==> config.mk <==
export PLATFORM = sky130hd
export DESIGN_NAME = dual_reload_timer
export DESIGN_NICKNAME = d
export VERILOG_FILES = /design/src/rtl/dual_timer_pkg.sv /design/src/rtl/timer_ctrl.sv /design/src/rtl/timer_datapath.sv /design/src/rtl/dual_reload_timer.sv
export SDC_FILE = /design/constraint.sdc
export NUM_CORES = 1
export LEC_CHECK = 0
export ABC_AREA = 1
export CELL_PAD_IN_SITES_DETAIL_PLACEMENT = 1
export CELL_PAD_IN_SITES_GLOBAL_PLACEMENT = 1
export CORE_MARGIN = 4
export CORE_UTILIZATION = 45
export DETAILED_ROUTE_END_ITERATION = 16
export DONT_BUFFER_PORTS = 1
export PLACE_DENSITY = 0.84
export SLEW_MARGIN = 30
export SYNTH_ARGS = -nofsm -noshare
export SYNTH_HDL_FRONTEND = slang
export SYNTH_SLANG_ARGS = --single-unit
export TNS_END_PERCENT = 50
==> constraint.sdc <==
create_clock -name clk -period 4.1 [get_ports clk]
set_input_delay 0.615 -clock clk [delete_from_list [all_inputs] [get_ports clk]]
set_output_delay 0.615 -clock clk [all_outputs]
set_load 0.01 [all_outputs]
==> src/rtl/dual_timer_pkg.sv <==
package dual_timer_pkg;
  typedef enum logic [1:0] {
    RegCsr  = 2'd0,
    RegCnt  = 2'd1,
    RegRld1 = 2'd2,
    RegRld2 = 2'd3
  } regSel_e;

  typedef struct packed {
    logic trigLoad;
    logic decrement;
    logic reload;
    logic wrCnt;
    logic wrRld1;
    logic wrRld2;
  } dpStrobe_t;
endpackage

==> src/rtl/timer_ctrl.sv <==
module timer_ctrl
  import dual_timer_pkg::*;
#(
  parameter int DataW = 32
) (
  input  logic             clk,
  input  logic             rstN,
  input  logic             chWr,
  input  regSel_e          regSel,
  input  logic [DataW-1:0] wrData,
  input  logic             cntZero,
  output dpStrobe_t        strobe,
  output logic [DataW-1:0] csrRd,
  output logic             irq,
  output logic             tout
);
  logic outLvl, reldEn, intEn, ufFlag, cntEn, presc, togState;
  logic tick, ufEvt, wrCsr, trig;

  assign wrCsr = chWr && (regSel == RegCsr);
  assign trig  = wrCsr && wrData[0];
  assign tick  = cntEn && presc;
  assign ufEvt = tick && cntZero;

  always_comb begin
    strobe           = '0;
    strobe.trigLoad  = trig;
    strobe.decrement = tick && !cntZero && !trig;
    strobe.reload    = ufEvt && reldEn && !trig;
    strobe.wrCnt     = chWr && (regSel == RegCnt);
    strobe.wrRld1    = chWr && (regSel == RegRld1);
    strobe.wrRld2    = chWr && (regSel == RegRld2);
  end

  always_ff @(posedge clk) begin
    if (!rstN) begin
      outLvl   <= 1'b0;
      reldEn   <= 1'b0;
      intEn    <= 1'b0;
      ufFlag   <= 1'b0;
      cntEn    <= 1'b0;
      presc    <= 1'b0;
      togState <= 1'b0;
    end else begin
      if (trig || !cntEn) presc <= 1'b0;
      else                presc <= ~presc;

      if (wrCsr) begin
        outLvl <= wrData[5];
        reldEn <= wrData[4];
        intEn  <= wrData[3];
        cntEn  <= wrData[1];
      end else if (ufEvt && !reldEn) begin
        cntEn  <= 1'b0;
      end

      ufFlag <= (wrCsr ? (ufFlag & wrData[2]) : ufFlag) | ufEvt;

      if (ufEvt) togState <= ~togState;
    end
  end

  always_comb begin
    csrRd    = '0;
    csrRd[5] = outLvl;
    csrRd[4] = reldEn;
    csrRd[3] = intEn;
    csrRd[2] = ufFlag;
    csrRd[1] = cntEn;
  end

  assign irq  = ufFlag && intEn;
  assign tout = togState ^ outLvl;

  p_tick_spacing_r4: assert property (@(posedge clk) disable iff (!rstN)
    tick |=> !tick);
  p_oneshot_stop_r5: assert property (@(posedge clk) disable iff (!rstN)
    (ufEvt && !reldEn && !wrCsr) |=> !cntEn);
  p_flag_sticky_r7: assert property (@(posedge clk) disable iff (!rstN)
    (ufFlag && !(wrCsr && !wrData[2])) |=> ufFlag);
  p_irq_hold_r8: assert property (@(posedge clk) disable iff (!rstN)
    (irq && !wrCsr) |=> irq);
  p_tout_toggle_r9: assert property (@(posedge clk) disable iff (!rstN)
    (ufEvt && !wrCsr) |=> (tout != $past(tout)));
endmodule

==> src/rtl/timer_datapath.sv <==
module timer_datapath
  import dual_timer_pkg::*;
#(
  parameter int DataW = 32
) (
  input  logic             clk,
  input  logic             rstN,
  input  dpStrobe_t        strobe,
  input  logic [DataW-1:0] wrData,
  output logic [DataW-1:0] cnt,
  output logic [DataW-1:0] rld1,
  output logic [DataW-1:0] rld2,
  output logic             cntZero
);
  assign cntZero = (cnt == '0);

  always_ff @(posedge clk) begin
    if (!rstN) begin
      cnt  <= '0;
      rld1 <= '0;
      rld2 <= '0;
    end else begin
      if (strobe.wrRld1) rld1 <= wrData;
      if (strobe.wrRld2) rld2 <= wrData;
      if (strobe.trigLoad)       cnt <= rld1;
      else if (strobe.wrCnt)     cnt <= wrData;
      else if (strobe.reload)    cnt <= rld1;
      else if (strobe.decrement) cnt <= cnt - 1'b1;
    end
  end

  p_dec_step_r4: assert property (@(posedge clk) disable iff (!rstN)
    (strobe.decrement && !strobe.wrCnt) |=> (cnt == $past(cnt) - 1'b1));
  p_reload_r6: assert property (@(posedge clk) disable iff (!rstN)
    (strobe.reload && !strobe.wrCnt) |=> (cnt == $past(rld1)));
  p_trig_load_r3: assert property (@(posedge clk) disable iff (!rstN)
    strobe.trigLoad |=> (cnt == $past(rld1)));
endmodule

==> src/rtl/dual_reload_timer.sv <==
module dual_reload_timer
  import dual_timer_pkg::*;
#(
  parameter int NumCh = 2,
  parameter int DataW = 32,
  localparam int ChW   = (NumCh > 1) ? $clog2(NumCh) : 1,
  localparam int AddrW = ChW + 4
) (
  input  logic             clk,
  input  logic             rstN,
  input  logic             wrEn,
  input  logic             rdEn,
  input  logic [AddrW-1:0] addr,
  input  logic [DataW-1:0] wrData,
  output logic [DataW-1:0] rdData,
  output logic [NumCh-1:0] irq,
  output logic [NumCh-1:0] tout
);
  logic [ChW-1:0]   chIdx;
  regSel_e          regSel;
  logic [DataW-1:0] regVal [NumCh][4];

  assign chIdx  = addr[AddrW-1:4];
  assign regSel = regSel_e'(addr[3:2]);

  for (genvar c = 0; c < NumCh; c++) begin : g_ch
    dpStrobe_t        strobe;
    logic             cntZero;
    logic             chWr;

    assign chWr = wrEn && (int'(chIdx) == c);

    timer_ctrl #(.DataW(DataW)) u_ctrl (
      .clk    (clk),
      .rstN   (rstN),
      .chWr   (chWr),
      .regSel (regSel),
      .wrData (wrData),
      .cntZero(cntZero),
      .strobe (strobe),
      .csrRd  (regVal[c][0]),
      .irq    (irq[c]),
      .tout   (tout[c])
    );

    timer_datapath #(.DataW(DataW)) u_dp (
      .clk    (clk),
      .rstN   (rstN),
      .strobe (strobe),
      .wrData (wrData),
      .cnt    (regVal[c][1]),
      .rld1   (regVal[c][2]),
      .rld2   (regVal[c][3]),
      .cntZero(cntZero)
    );
  end

  always_ff @(posedge clk) begin
    if (!rstN) rdData <= '0;
    else if (rdEn) begin
      if (int'(chIdx) < NumCh) rdData <= regVal[chIdx][addr[3:2]];
      else                     rdData <= '0;
    end
  end
endmodule

==> results.yml <==
timing:
  finalSetupViolations: 0
  period_share_pct: 72.4
  tightestPinTransition_ns: 0.659
  skew_ns: 0.00741
  maxSlewViolCount: 0
  max_slew_margin_pct: 56.1
  rsz0062_at_grt: "no"
  hold_viol_final: 0
  period_needed_ns: 2.97
  max_freq_mhz: 337
  finalSetupTns_ns: 0
status:
  outcome: "completed"
clocking:
  cts_root_buffer: "clkbuf_16"
  cts.path.max_buffers: 3
  htree_levels: 1
  clk_latency_ns: 0.55
  holdBufCountCts: 0
  cts_inserted_buffers: 29
  cts.sink_count: 238
  path_clk_slew_ns: 0.06
  cts_tree: "yes"
  cts_setup_buffers: 0
  cts.repair.resized: 0
logic_synthesis:
  synth_edf_count: 0
  yosys.area.top_type_share_pct: 36.2
  ys_ff_latch: 238
  synthArstFlopShare_pct: 0
  ys_seq_area_share_pct: 36.2
  synth_cell_types: 53
  synth_ff_type: "dfxtp_1"
  yosysTopAreaCell: "dfxtp_1"
  syn_area_mm2: 0.0132
  synth_fp_nets: 2015
  synthCells: 1972
  synth.yosys.warnings: 0
  ys_top_cells_by_area: "dfxtp_1 (36%), o21ai_0 (13%), nand2_1 (10%)"
  synth_area_per_cell_um2: 6.68
global_route:
  grt_max_degree: 213
  antenna_found_initial: 0
  grt_pass1_vias: 14000
  grt.overflow.total: 0
  grt_pass1_wl_um: 79400
  grt_use_total_pct: 31.4
critical_path:
  r2r_slack_ns: 1.13
  slowest_stage: "nand3_2"
  cp.required_ns: 4.58
  crit_arrival_ns: 3.45
  critPathTopFamily: "simple AND/OR/NAND/NOR gates"
  reg2regPathDepth: 13
  end_kind: "flip-flop"
  critPathMaxStageDelay_ns: 0.41
  cp_num_buf_inv: 3
  crit_chain: "inv_1, ha_1, nand2_2, nor2_4, nand2_2, nor2_4, nand3_4, nand3_2, buf_4, o21ai_0, inv_1, nand2_1, a21oi_1"
  setup.worst_path.class: "flip-flop to flip-flop"
  rr_endpoint: "g_ch[1].u_dp.cnt[30]$_SDFFE_PN0P_"
  reg2reg_from: "g_ch[1].u_dp.cnt[0]$_SDFFE_PN0P_"
  critPathLaunchType: "flip-flop"
  cp_max_fo: 31
die:
  io_pins: 77
  start_util_pct: 45.8
  placementRows: 62
  core_mm2: 0.0288
  die_w_um: 179
  fp.dieH_um: 179
  die-area_mm2: 0.0321
placement:
  gp_congestion: 0.947
  port-buffer-count: 0
  place_inst: 2261
  dpl_cell_area_mm2: 0.0133
  dp_hpwl_um: 35000
min_path:
  hold_path.class: "primary input to flip-flop"
  hp-start: "rdEn"
  min_path_cells: 1
  hold-path-endpoint: "rdData[9]$_SDFFE_PN0P_"
power:
  combinationalPowerShare_pct: 18.1
  p_per_area_mw_per_mm2: 450
  clockPowerShare_pct: 42.8
  p_int_mw: 4.50
  p_switching_mw: 1.95
  pwr-share-seq_pct: 39.1
  p_total_mw: 6.45
  leakage_nw: 6.07
  ir_worst_vdd_uv: 333
  p_sw_share_pct: 30.3
routing:
  dr.pass1.iters: 5
  via_per_inst: 6.08
  detail_route.iter0.violations: 1313
  postRouteAntennaNets: 0
  via_count: 14100
  drc: 0
  routed_wl_um: 51000
  wl_per_cell_um: 22.0
final_layout:
  postLayoutCellArea_mm2: 0.0143
  multiInputGateArea_mm2: 0.00698
  seqCellArea_mm2: 0.00476
  num-nets-final: 1951
  antenna_cells: 0
  syn2layout_area_growth_pct: 8.91
  fill_cells: 3843
  drive_gt1_share_pct: 7.10
  stdcell_count: 2314
job:
  max_cap_viol_count: 0
[cells in the mapped netlist, types with 5 or more instances]
cell type and n:
a21oi_1 205, a221oi_1 27, a31oi_1 6, buf_1 5, buf_2 13, buf_4 11, buf_6 6, clkbuf_1 87
dfxtp_1 238, inv_1 217, inv_2 12, nand2_1 354, nand2_2 7, nand3_1 59, nand4_1 15, nor2_1 175
nor2_2 11, nor2_4 6, o2111ai_1 10, o211a_1 15, o211ai_1 12, o211ai_2 5, o21ai_0 342, o21ai_1 15
o21bai_1 5, o221ai_1 6, o22ai_1 24, o32ai_1 5, or2_2 5, xor2_1 33
[cell families after synthesis]
family	after synthesis	synth area share, %
AO/OA/AOI/OAI	691	29.4
XOR/XNOR	36	2.39
adder cells (fa/ha/maj)	2	0.190
buffers and inverters	356	11.0
flip-flops	238	36.2
AND/OR/NAND/NOR	649	20.9
[worst max path at each step]
stage / slack (ns) / cells after the start / endpoint / from
after detailed placement: 1.13 / 13 / g_ch[1].u_dp.cnt[31]$_SDFFE_PN0P_ / addr[3]
after global routing: 0.95 / 13 / g_ch[1].u_dp.cnt[31]$_SDFFE_PN0P_ / g_ch[1].u_dp.cnt[0]$_SDFFE_PN0P_
after CTS: 1.14 / 13 / g_ch[1].u_dp.cnt[30]$_SDFFE_PN0P_ / g_ch[1].u_dp.cnt[0]$_SDFFE_PN0P_
after global placement: 1.21 / 12 / g_ch[1].u_dp.cnt[0]$_SDFFE_PN0P_ / addr[3]
after floorplan: 2.11 / 14 / g_ch[0].u_dp.cnt[2]$_SDFFE_PN0P_ / addr[4]
final: 1.13 / 13 / g_ch[1].u_dp.cnt[30]$_SDFFE_PN0P_ / g_ch[1].u_dp.cnt[0]$_SDFFE_PN0P_
[flip-flops by register name, indices dropped and copies added, names as in the netlist]
name	flops
g_ch.u_ctrl.reldEn	2
g_ch.u_dp.rld1	64
g_ch.u_ctrl.outLvl	2
rdData	32
g_ch.u_ctrl.cntEn	2
g_ch.u_dp.rld2	64
g_ch.u_ctrl.ufFlag	2
g_ch.u_dp.cnt	64
g_ch.u_ctrl.togState	2
g_ch.u_ctrl.intEn	2
g_ch.u_ctrl.presc	2
[power by group through the flow]
stage | sequential [mW] | clock (mW) | combinational, mW
detailed placement | 2.57 | 0 | 1.14
global placement | 2.56 | 0 | 1.09
CTS | 2.52 | 2.78 | 1.15
global route | 2.53 | 2.89 | 1.29
floorplan | 2.53 | 0 | 0.872
finish | 2.52 | 2.76 | 1.17
[placed cells by master (no fill, tap or decap), types with 24 or more instances in the layout]
| cell | n |
|---|---|
| a21oi_1 | 205 |
| buf_4 | 27 |
| o22ai_1 | 24 |
| nand3_1 | 59 |
| a221oi_1 | 27 |
| xor2_1 | 33 |
| clkbuf_16 | 29 |
| inv_1 | 217 |
| nand2_1 | 354 |
| dfxtp_1 | 238 |
| o21ai_0 | 342 |
| nor2_1 | 172 |
[metal layers]
layer / global-route usage [%] / up-vias / routed length (um)
li1: - / 6469 / -
met1: 42.2 / 6919 / 21500
met2: 51.9 / 554 / 23800
met3: 3.65 / 133 / 3570
met4: 11.6 / 0 / 2130
met5: 0 / - / 0
[cell type report]
type                    count  area share, %
flip-flops and latches    238           33.2
repair buffers             28           1.55
inverters                 233           6.11
clock inverters            10           1.08
clock buffers              43           6.05
multi-input cells        1378           48.6
well taps                 384           3.35
[through the flow]
step / setup WS, ns / hold slack [ns] / util, %
finish: 1.13 / 0.159 / 49.8
global route: 0.953 / 0.139 / 49.8
CTS: 1.14 / 0.142 / 49.8
detailed placement: 1.13 / 0.445 / 46.3
global placement: 1.21 / 0.431 / 46.3
floorplan: 2.11 / 0.425 / -
Note: power is estimated with default switching activity, not from simulation.
